==> config.mk <==
export PLATFORM = sky130hd
export DESIGN_NAME = kbd_irq_port
export DESIGN_NICKNAME = d
export VERILOG_FILES = /design/src/rtl/kbd_pkg.sv /design/src/rtl/kbd_bus_dec.sv /design/src/rtl/kbd_capture.sv /design/src/rtl/kbd_ctrl_reg.sv /design/src/rtl/kbd_rd_mux.sv /design/src/rtl/kbd_irq_port.sv
export SDC_FILE = /design/constraint.sdc
export NUM_CORES = 1
export LEC_CHECK = 0
export ABC_AREA = 1
export BUFFER_PORTS_ARGS = -buffer_cell sky130_fd_sc_hd__buf_2
export CAP_MARGIN = 20
export CORE_MARGIN = 4
export CORE_UTILIZATION = 35
export CTS_BUF_LIST = sky130_fd_sc_hd__clkbuf_4 sky130_fd_sc_hd__clkbuf_8
export DETAILED_ROUTE_END_ITERATION = 10
export PLACE_DENSITY_LB_ADDON = 0.1
export SLEW_MARGIN = 20
export SYNTH_ARGS = -nofsm -noshare
export SYNTH_HDL_FRONTEND = slang
export SYNTH_HIERARCHICAL = 1
export SYNTH_SLANG_ARGS = --single-unit
export TNS_END_PERCENT = 20
==> constraint.sdc <==
create_clock -name clk_i -period 1.15 [get_ports clk_i]
set_input_delay 0.23 -clock clk_i [delete_from_list [all_inputs] [get_ports clk_i]]
set_output_delay 0.23 -clock clk_i [all_outputs]
set_load 0.05 [all_outputs]
==> src/rtl/kbd_pkg.sv <==
package kbd_pkg;
  parameter int unsigned OFF_DATA = 0;
  parameter int unsigned OFF_STAT = 4;
  parameter int unsigned OFF_CTRL = 8;
  parameter int unsigned STAT_PEND_BIT = 0;
  parameter int unsigned STAT_OVR_BIT  = 1;
  parameter int unsigned CTRL_IE_BIT   = 1;

  typedef struct packed {
    logic rd_data;
    logic rd_stat;
    logic rd_ctrl;
    logic wr_stat;
    logic wr_ctrl;
  } bus_strb_t;
endpackage

==> src/rtl/kbd_bus_dec.sv <==
module kbd_bus_dec
  import kbd_pkg::*;
#(
  parameter int unsigned ADDR_W = 4
) (
  input  logic              sel_i,
  input  logic              we_i,
  input  logic [ADDR_W-1:0] addr_i,
  output bus_strb_t         strb_o
);
  logic hit_data, hit_stat, hit_ctrl;

  assign hit_data = (addr_i == ADDR_W'(OFF_DATA));
  assign hit_stat = (addr_i == ADDR_W'(OFF_STAT));
  assign hit_ctrl = (addr_i == ADDR_W'(OFF_CTRL));

  always_comb begin
    strb_o.rd_data = sel_i && !we_i && hit_data;
    strb_o.rd_stat = sel_i && !we_i && hit_stat;
    strb_o.rd_ctrl = sel_i && !we_i && hit_ctrl;
    strb_o.wr_stat = sel_i &&  we_i && hit_stat;
    strb_o.wr_ctrl = sel_i &&  we_i && hit_ctrl;
  end
endmodule

==> src/rtl/kbd_capture.sv <==
module kbd_capture #(
  parameter int unsigned DATA_W = 8
) (
  input  logic              clk_i,
  input  logic              rst_ni,
  input  logic              stb_i,
  input  logic [DATA_W-1:0] code_i,
  input  logic              ack_i,
  input  logic              ovr_clr_i,
  output logic [DATA_W-1:0] data_o,
  output logic              pend_o,
  output logic              ovr_o
);
  logic ovr_set;

  // overrun only when the old character is not consumed in the same cycle
  assign ovr_set = stb_i && pend_o && !ack_i;

  always_ff @(posedge clk_i or negedge rst_ni) begin
    if (!rst_ni) begin
      data_o <= '0;
      pend_o <= 1'b0;
      ovr_o  <= 1'b0;
    end else begin
      if (stb_i) data_o <= code_i;
      if (stb_i)      pend_o <= 1'b1;
      else if (ack_i) pend_o <= 1'b0;
      if (ovr_set)        ovr_o <= 1'b1;
      else if (ovr_clr_i) ovr_o <= 1'b0;
    end
  end

  AST_DATA_HOLD: assert property (@(posedge clk_i) disable iff (!rst_ni)
    !stb_i |=> $stable(data_o));
  AST_PEND_RISE: assert property (@(posedge clk_i) disable iff (!rst_ni)
    $rose(pend_o) |-> $past(stb_i));
  AST_ACK_CLEARS: assert property (@(posedge clk_i) disable iff (!rst_ni)
    (ack_i && !stb_i) |=> !pend_o);
  AST_OVR_STICKY: assert property (@(posedge clk_i) disable iff (!rst_ni)
    (ovr_o && !ovr_clr_i) |=> ovr_o);
endmodule

==> src/rtl/kbd_ctrl_reg.sv <==
module kbd_ctrl_reg
  import kbd_pkg::*;
#(
  parameter int unsigned DATA_W = 8
) (
  input  logic              clk_i,
  input  logic              rst_ni,
  input  logic              wr_i,
  input  logic [DATA_W-1:0] wdata_i,
  output logic              ie_o
);
  always_ff @(posedge clk_i or negedge rst_ni) begin
    if (!rst_ni)   ie_o <= 1'b0;
    else if (wr_i) ie_o <= wdata_i[CTRL_IE_BIT];
  end

  AST_ZERO_WR_DISABLES: assert property (@(posedge clk_i) disable iff (!rst_ni)
    (wr_i && wdata_i == '0) |=> !ie_o);
endmodule

==> src/rtl/kbd_rd_mux.sv <==
module kbd_rd_mux
  import kbd_pkg::*;
#(
  parameter int unsigned DATA_W = 8
) (
  input  bus_strb_t         strb_i,
  input  logic [DATA_W-1:0] data_i,
  input  logic              pend_i,
  input  logic              ovr_i,
  input  logic              ie_i,
  output logic [DATA_W-1:0] rdata_o
);
  logic [DATA_W-1:0] stat_word, ctrl_word;

  always_comb begin
    stat_word = '0;
    stat_word[STAT_PEND_BIT] = pend_i;
    stat_word[STAT_OVR_BIT]  = ovr_i;
    ctrl_word = '0;
    ctrl_word[CTRL_IE_BIT]   = ie_i;
  end

  always_comb begin
    rdata_o = '0;
    if (strb_i.rd_data) rdata_o = data_i;
    if (strb_i.rd_stat) rdata_o = stat_word;
    if (strb_i.rd_ctrl) rdata_o = ctrl_word;
  end

  AST_RD_ONEHOT: assert final ($onehot0({strb_i.rd_data, strb_i.rd_stat, strb_i.rd_ctrl}));
endmodule

==> src/rtl/kbd_irq_port.sv <==
module kbd_irq_port
  import kbd_pkg::*;
#(
  parameter int unsigned DATA_W = 8,
  parameter int unsigned ADDR_W = 4
) (
  input  logic              clk_i,
  input  logic              rst_ni,
  input  logic              key_stb_i,
  input  logic [DATA_W-1:0] key_code_i,
  input  logic              bus_sel_i,
  input  logic              bus_we_i,
  input  logic [ADDR_W-1:0] bus_addr_i,
  input  logic [DATA_W-1:0] bus_wdata_i,
  output logic [DATA_W-1:0] bus_rdata_o,
  input  logic              inta_i,
  output logic              irq_o
);
  bus_strb_t         strb;
  logic [DATA_W-1:0] data_q;
  logic              pend_q, ovr_q, ie_q;
  logic              ack, ovr_clr;

  kbd_bus_dec #(.ADDR_W(ADDR_W)) u_dec (
    .sel_i (bus_sel_i),
    .we_i  (bus_we_i),
    .addr_i(bus_addr_i),
    .strb_o(strb)
  );

  // implicit (data read) and explicit acknowledge act alike
  assign ack     = strb.rd_data || inta_i;
  assign ovr_clr = strb.wr_stat && bus_wdata_i[STAT_OVR_BIT];

  kbd_capture #(.DATA_W(DATA_W)) u_cap (
    .clk_i    (clk_i),
    .rst_ni   (rst_ni),
    .stb_i    (key_stb_i),
    .code_i   (key_code_i),
    .ack_i    (ack),
    .ovr_clr_i(ovr_clr),
    .data_o   (data_q),
    .pend_o   (pend_q),
    .ovr_o    (ovr_q)
  );

  kbd_ctrl_reg #(.DATA_W(DATA_W)) u_ctrl (
    .clk_i  (clk_i),
    .rst_ni (rst_ni),
    .wr_i   (strb.wr_ctrl),
    .wdata_i(bus_wdata_i),
    .ie_o   (ie_q)
  );

  kbd_rd_mux #(.DATA_W(DATA_W)) u_mux (
    .strb_i (strb),
    .data_i (data_q),
    .pend_i (pend_q),
    .ovr_i  (ovr_q),
    .ie_i   (ie_q),
    .rdata_o(bus_rdata_o)
  );

  assign irq_o = pend_q && ie_q;

  AST_IRQ_RISE_CAUSE: assert property (@(posedge clk_i) disable iff (!rst_ni)
    $rose(irq_o) |-> $past(key_stb_i || strb.wr_ctrl));
  AST_INTA_DROPS_IRQ: assert property (@(posedge clk_i) disable iff (!rst_ni)
    (inta_i && !key_stb_i) |=> !irq_o);
endmodule

Word level (Yosys, flattened, before mapping)
Cells that the tools add are included.
{ "op_classes": {"n_eq_ne": 2, "muxes": 7, "reduce_logical": 17} }
{ "ops": {"columns": ["cell", "n"], "rows": [
  ["8-bit 2-to-1 mux", 3],
  ["1-bit logical AND", 11],
  ["4-bit by 3-bit equality test with 1-bit output (second input constant)", 1],
  ["4-bit equality test (second input constant)", 1],
  ["4-bit logical NOT", 1],
  ["1-bit 2-to-1 mux", 4],
  ["2-bit nonzero test", 2],
  ["1-bit logical NOT", 2],
  ["1-bit logical OR", 1]
]} }
{ "word_totals": {"ff_bits": 11, "output_inout_bits": 9, "inputBits": 26} }

Longest topological paths before layout
Gate-level depths: netlist of run 1.
{ "depth": {"depth_word": 7, "ltp_mapped": 9, "ltp_nobuf": 9} }

By module
The synthesis of run 1 kept the hierarchy.
{ "modules_own_cells": {"columns": ["mod", "seq_area_each_um2", "cells_each", "instances", "area_per_inst_um2"], "rows": [
  ["kbd_capture", 250.2, 43, 1, 395.4],
  ["kbd_rd_mux", 0.0, 25, 1, 98.8],
  ["kbd_bus_dec", 0.0, 17, 1, 71.3],
  ["kbd_ctrl_reg", 25.0, 5, 1, 40.0],
  ["kbd_irq_port", 0.0, 7, 1, 26.3]
]} }

Worst setup path before layout of run 1
No wires, ideal clock.
{ "synth_timing": {"kind": "input-to-output", "from": "input port bus_addr_i[1]", "to": "output port bus_rdata_o[0]", "path_slack_ns": -0.565, "t_arrival_ns": 1.485, "cell_stages": 5, "n_path_buf": 0, "required_ns": 0.920, "cell_sequence": "nor2_2 nand2_2 nor2_1 nand3_1 a21oi_1"} }
{ "synth_lines": {"columns": ["element", "line_no", "source"], "rows": [
  ["start, declared", "kbd_irq_port.sv:13", "input logic [ADDR_W-1:0] bus_addr_i,"],
  ["end, declared", "kbd_irq_port.sv:15", "output logic [DATA_W-1:0] bus_rdata_o,"]
]} }

==> results of run 1 <==
-- cells by family after synthesis --
logic type             count (synthesis)  share of synthesized area, %
AND/OR/NAND/NOR                       70                         44.36
AO/OA/AOI/OAI                          1                        0.7913
buffers and inverters                 15                         11.29
flip-flops                            11                         43.56
-- worst max-delay path, stage by stage --
cell     delay [ns]
buf_6          0.09
nor2_4         0.13
nand2_4        0.09
nor2_4         0.17
nand2_2        0.07
nor2_2         0.09
nor2_2         0.05
nor2_4         0.07
buf_6          0.15
-- metal layers --
layer | vias up | GRT usage (%) | part of all wire (%)
met2 | 19 | 24.13 | 51
li1 | 363 | - | -
met3 | 2 | 2.374 | 6.2
met1 | 296 | 16.23 | 42
met5 | - | 0 | 0
met4 | 0 | 4.036 | 0.64
-- sequential cells by signal (all words and copies together), names as in the netlist --
signal,count
u_cap/pend_o,1
u_ctrl/ie_o,1
u_cap/ovr_o,1
u_cap/data_o,8
-- final cells by class --
cell class                      count  share of cell area, %
Inverter                           14                  5.543
Tap cell                           25                  2.887
Timing Repair Buffer               36                  25.87
Clock buffer                        4                  2.771
Sequential cell                    11                  25.40
Multi-Input combinational cell     71                  37.53
-- cell usage after synthesis, drive strengths merged --
library cell / number
nand2: 51
nor2: 17
inv: 13
dfrtp: 11
nand3: 2
a21oi: 1
buf: 1
clkinv: 1
-- repair_timing --
| action | 4_1_cts | 5_1_grt |
|---|---|---|
| buffers inserted | 2 | 1 |
| hold buffers | 1 | 0 |
| resized for setup | 28 | 6 |
| setup endpoints to repair | 9 | 9 |
| pin swaps | 10 | 11 |
| endpoints found under the hold margin | 11 | 0 |
-- metrics by stage --
step	utilization, %	total power (uW)	worst slack (ns)
3_3_place_gp	52.61	632.2	-0.4084
6_report	62.75	946.2	-0.2376
5_1_grt	62.75	1021	-0.2961
2_1_floorplan	-	567.2	-0.1700
3_5_place_dp	52.61	636.1	-0.4257
4_1_cts	61.59	951.7	-0.3026
-- worst paths after layout --
kind                                    to  cells past startpoint  slack [ns]
setup / recovery            bus_rdata_o[1]                      9       -0.24
hold / removal             u_cap/data_o[3]                      3        0.16
setup reg to reg              u_cap/pend_o                      3        0.37
hold reg to reg            u_cap/data_o[4]                      2        0.48
max in group asynchronous  u_cap/data_o[0]                      2        0.58
min in group asynchronous  u_cap/data_o[6]                      2        0.36
-- where the power goes --
part / internal (uW) / switching [uW] / total, uW
Sequential: 422 / 23.4 / 446
Combinational: 93.5 / 127 / 220
Clock: 157 / 123 / 280
Total: 673 / 273 / 946
==> flow_summary.json, run 1 <==
{
  "tightest_slew_ns": 0.2623,
  "fill_cells": 174,
  "root_buffer": "clkbuf_4",
  "drive_above_1_share_pct": 47.79,
  "setup-tns-final_ns": -1.800,
  "wl_per_cell_um": 9.634,
  "antenna_found_initial": 0,
  "cp_data_arrival_time_ns": 1.16,
  "status": "finished with violations",
  "leakage_uw": 0.0005706,
  "cts_buffer_depth": 2,
  "grt_overflow": 0,
  "io_buffers": 27,
  "cts_inserted_buffers": 3,
  "gr-usage-all-layers_pct": 13.45,
  "pin_count": 35,
  "ys_seq_area_share_pct": 43.56,
  "cts_sinks": 11,
  "violations": "setup timing",
  "place_congestion": 0.7410,
  "rsz0062_at_grt": "yes",
  "grt_max_degree": 12,
  "fmaxAchievable_mhz": 720.6,
  "skew_ns": 0.00003475,
  "worstHoldStart": "key_code_i[3]",
  "cp.required_ns": 0.92,
  "final_antenna_net_count": 0,
  "grt_pass1_wl_mm": 2.697,
  "maxCapViolCount": 0,
  "drt-initial-drc-count": 1,
  "multiInputGateArea_um2": 406.6,
  "slew_headroom_pct": 82.51,
  "final_cell_mix": "nand2_1 (47), buf_2 (15), buf_6 (12), nor2_4 (12), dfrtp_1 (11)",
  "design_area_mm2": 0.001084,
  "yosysUniqueCellTypes": 13,
  "fin_crit_ns": 1.388,
  "routed_via_density": 4.224,
  "setup_viol": 9,
  "firstDrtPassIters": 4,
  "critPathKind": "input port to output pin",
  "seq_area_um2": 275.3,
  "synthesis.nets": 123,
  "yosysTopAreaCell": "dfrtp_1",
  "clk_pin_slew_worst_paths_ns": 0.07,
  "diodes": 0,
  "r2r_start": "u_cap/pend_o",
  "drc": 0,
  "insertion_delay_ns": 0.26,
  "routed_wl_mm": 1.551,
  "syn_area_um2": 631.9,
  "fin_cells": 161,
  "crit_path_max_fanout": 4,
  "hold_path_class": "input port to register",
  "powerDensity_mw_per_mm2": 873.2,
  "grt_pass1_vias": 665,
  "ys_ff_latch": 11,
  "post_dp_cell_area_um2": 908.4,
  "core_region_area_mm2": 0.001727,
  "synth_area_leaders": "dfrtp_1 (44%), nand2_1 (29%), nor2_1 (8.9%)",
  "cp-start-kind": "input port",
  "whs_ns": 0.1644,
  "dieArea_mm2": 0.002549,
  "syn_area_per_cell_um2": 6.514,
  "rows": 15,
  "cp-end-kind": "output pin",
  "vias": 680,
  "cts_htree_levels": 1,
  "hold_violations": 0,
  "drv_slew": 0,
  "final_common_cell": "nand2_1",
  "dpl.hpwl_mm": 1.149,
  "synth_top_area_share_pct": 43.56,
  "synth_cells": 97,
  "dp.cells": 153,
  "vdd.ir_drop.worst_mv": 0.5843,
  "layout.nets": 163,
  "period_share_pct": 120.7,
  "setup_ws_ns": -0.2376,
  "die_h_um": 50.49,
  "yosysWarnings": 6,
  "die_w_um": 50.49,
  "area_growth_pct": 71.49,
  "initial_utilization_pct": 36.59,
  "cts_tree": "yes",
  "crit_path_start": "bus_addr_i[1]"
}
Power figures use the tool's default switching activity.
==> inputs of run 2 (changes only) <==
- CORE_ASPECT_RATIO: not set -> 0.9
==> flow_summary.json, run 2 (synthesis results as in run 1) <==
{
  "fin_crit_ns": 1.427,
  "status": "finished with violations",
  "worst_path_dominant_cell_family": "simple AND/OR/NAND/NOR gates",
  "path_buf_inv": 2,
  "grt_pass1_vias": 678,
  "cp-start-kind": "input port",
  "cp_common_cell": "nor2_4",
  "drt-initial-drc-count": 5,
  "grt_max_degree": 12,
  "die_h_um": 48.31,
  "period_share_pct": 124.1,
  "pwr-share-seq_pct": 47.5,
  "largest_reg_flops": 8,
  "setup_viol": 9,
  "maxCapViolCount": 0,
  "die_w_um": 52.79,
  "crit_slowest_cell": "buf_6",
  "wl_per_cell_um": 10.22,
  "tightest_slew_ns": 0.2488,
  "drive_above_1_share_pct": 46.32,
  "hold_depth": 3,
  "cts_tree": "yes",
  "gr-usage-all-layers_pct": 14.12,
  "grt_pass1_wl_mm": 2.815,
  "slew_headroom_pct": 83.42,
  "initial_utilization_pct": 37.19,
  "hold_violations": 0,
  "cts_htree_levels": 1,
  "pin_count": 35,
  "switching_share_pct": 28.20,
  "fill_cells": 164,
  "setup_ws_ns": -0.2769,
  "multiInputGateArea_um2": 401.6,
  "layout.nets": 163,
  "cp-end-kind": "output pin",
  "cp_data_arrival_time_ns": 1.20,
  "final_common_cell": "nand2_1",
  "post_dp_cell_area_um2": 927.1,
  "fmaxAchievable_mhz": 700.8,
  "path_cells": "buf_2 > nor2_4 > nand2_4 > nor2_4 > nand2_1 > nor2_1 > nor2_2 > nor2_4 > buf_6",
  "final_antenna_net_count": 0,
  "slowest_delay_ns": 0.16,
  "p_sw_uw": 264.3,
  "post-route-util_pct": 64.36,
  "cts_sinks": 11,
  "design_area_mm2": 0.001094,
  "critPathKind": "input port to output pin",
  "r2r.worst_path.cells": 3,
  "dp_slack_ns": -0.4195,
  "cp.required_ns": 0.92,
  "grt_overflow": 0,
  "vdd.ir_drop.worst_mv": 0.6739,
  "leakage_uw": 0.0005794,
  "diodes": 0,
  "core_region_area_mm2": 0.001699,
  "vias": 674,
  "rows": 14,
  "r2r_start": "u_cap/pend_o",
  "routed_wl_mm": 1.635,
  "internal_power_uw": 673.0,
  "cts_buffer_depth": 2,
  "worstHoldStart": "key_code_i[1]",
  "firstDrtPassIters": 4,
  "clk_pin_slew_worst_paths_ns": 0.06,
  "seq_area_um2": 275.3,
  "powerDensity_mw_per_mm2": 857.1,
  "hold-path-endpoint": "u_cap/data_o[1]",
  "crit_path_max_fanout": 4,
  "drv_slew": 0,
  "routed_via_density": 4.213,
  "r2r-end": "u_cap/ovr_o",
  "dieArea_mm2": 0.002550,
  "area_growth_pct": 73.07,
  "hold_path_class": "input port to register",
  "io_buffers": 27,
  "r2r_slack_ns": 0.40,
  "skew_ns": 0.00003297,
  "cts_inserted_buffers": 3,
  "root_buffer": "clkbuf_4",
  "p_clk_share_pct": 28.8,
  "place_congestion": 0.7561,
  "p_comb_share_pct": 23.7,
  "largest-register": "u_cap/data_o",
  "drc": 0,
  "antenna_found_initial": 0,
  "rsz0062_at_grt": "yes",
  "final_cell_mix": "nand2_1 (46), buf_2 (15), nor2_4 (12), buf_6 (11), dfrtp_1 (11)",
  "violations": "setup timing",
  "insertion_delay_ns": 0.26
}
[run 2: cell counts in the layout (fill, tap and decap cells not counted)]
Identical to the previous run, type by type.
[run 2: worst min-delay path, cell delays in order]
cell     delay [ns]
buf_2          0.07
nand2_1        0.04
nand2_1        0.05
[run 2: metal layers]
layer | up-vias | routed length [um] | track usage (%)
met5 | - | 0 | 0
met4 | 0 | 0 | 3.830
met3 | 0 | 82 | 2.147
met2 | 18 | 843 | 24.79
met1 | 295 | 709 | 17.51
li1 | 361 | - | -
[run 2: power by group through the flow]
stage	Clock, uW	Combinational, uW	Sequential (uW)
after floorplan	0	121	446
after global placement	0	184	452
after detailed placement	0	187	452
after CTS	285	216	445
after global routing	302	247	451
final	270	222	445
[run 2: timing repair]
item | CTS | global route
gates resized for setup | 27 | 6
gates cloned | 0 | 0
setup endpoints to repair | 9 | 9
hold buffers | 1 | 0
buffers inserted | 2 | 0
pin swaps | 9 | 4
hold endpoints to repair | 11 | 0
[run 2: cell type report]
class	instances	share of cell area, %
clock buffer	4	2.746
inverter	14	5.492
multi-input combinational	71	36.73
sequential	11	25.17
tap	24	2.746
timing repair buffer	36	27.12
[run 2: worst max path at each step]
stage               slack [ns]           from             end  cells after the start
floorplan                -0.17  bus_addr_i[1]  bus_rdata_o[1]                      7
global placement         -0.41  bus_addr_i[1]  bus_rdata_o[7]                      8
detailed placement       -0.42  bus_addr_i[1]  bus_rdata_o[2]                      8
CTS                      -0.29  bus_addr_i[0]  bus_rdata_o[1]                      9
global route             -0.33  bus_addr_i[0]  bus_rdata_o[1]                      9
finish                   -0.28       bus_we_i  bus_rdata_o[1]                      9
[run 2: stage by stage]
step | power, uW | TNS, ns | std cells | hold WS (ns)
2_1_floorplan | 567.2 | -0.8409 | 97 | -0.06559
3_3_place_gp | 635.6 | -3.412 | 153 | 0.1071
3_5_place_dp | 639.6 | -3.510 | 153 | 0.1120
4_1_cts | 945.8 | -1.811 | 160 | 0.1603
5_1_grt | 999.3 | -2.332 | 160 | 0.1806
6_report | 937.3 | -1.908 | 160 | 0.1688
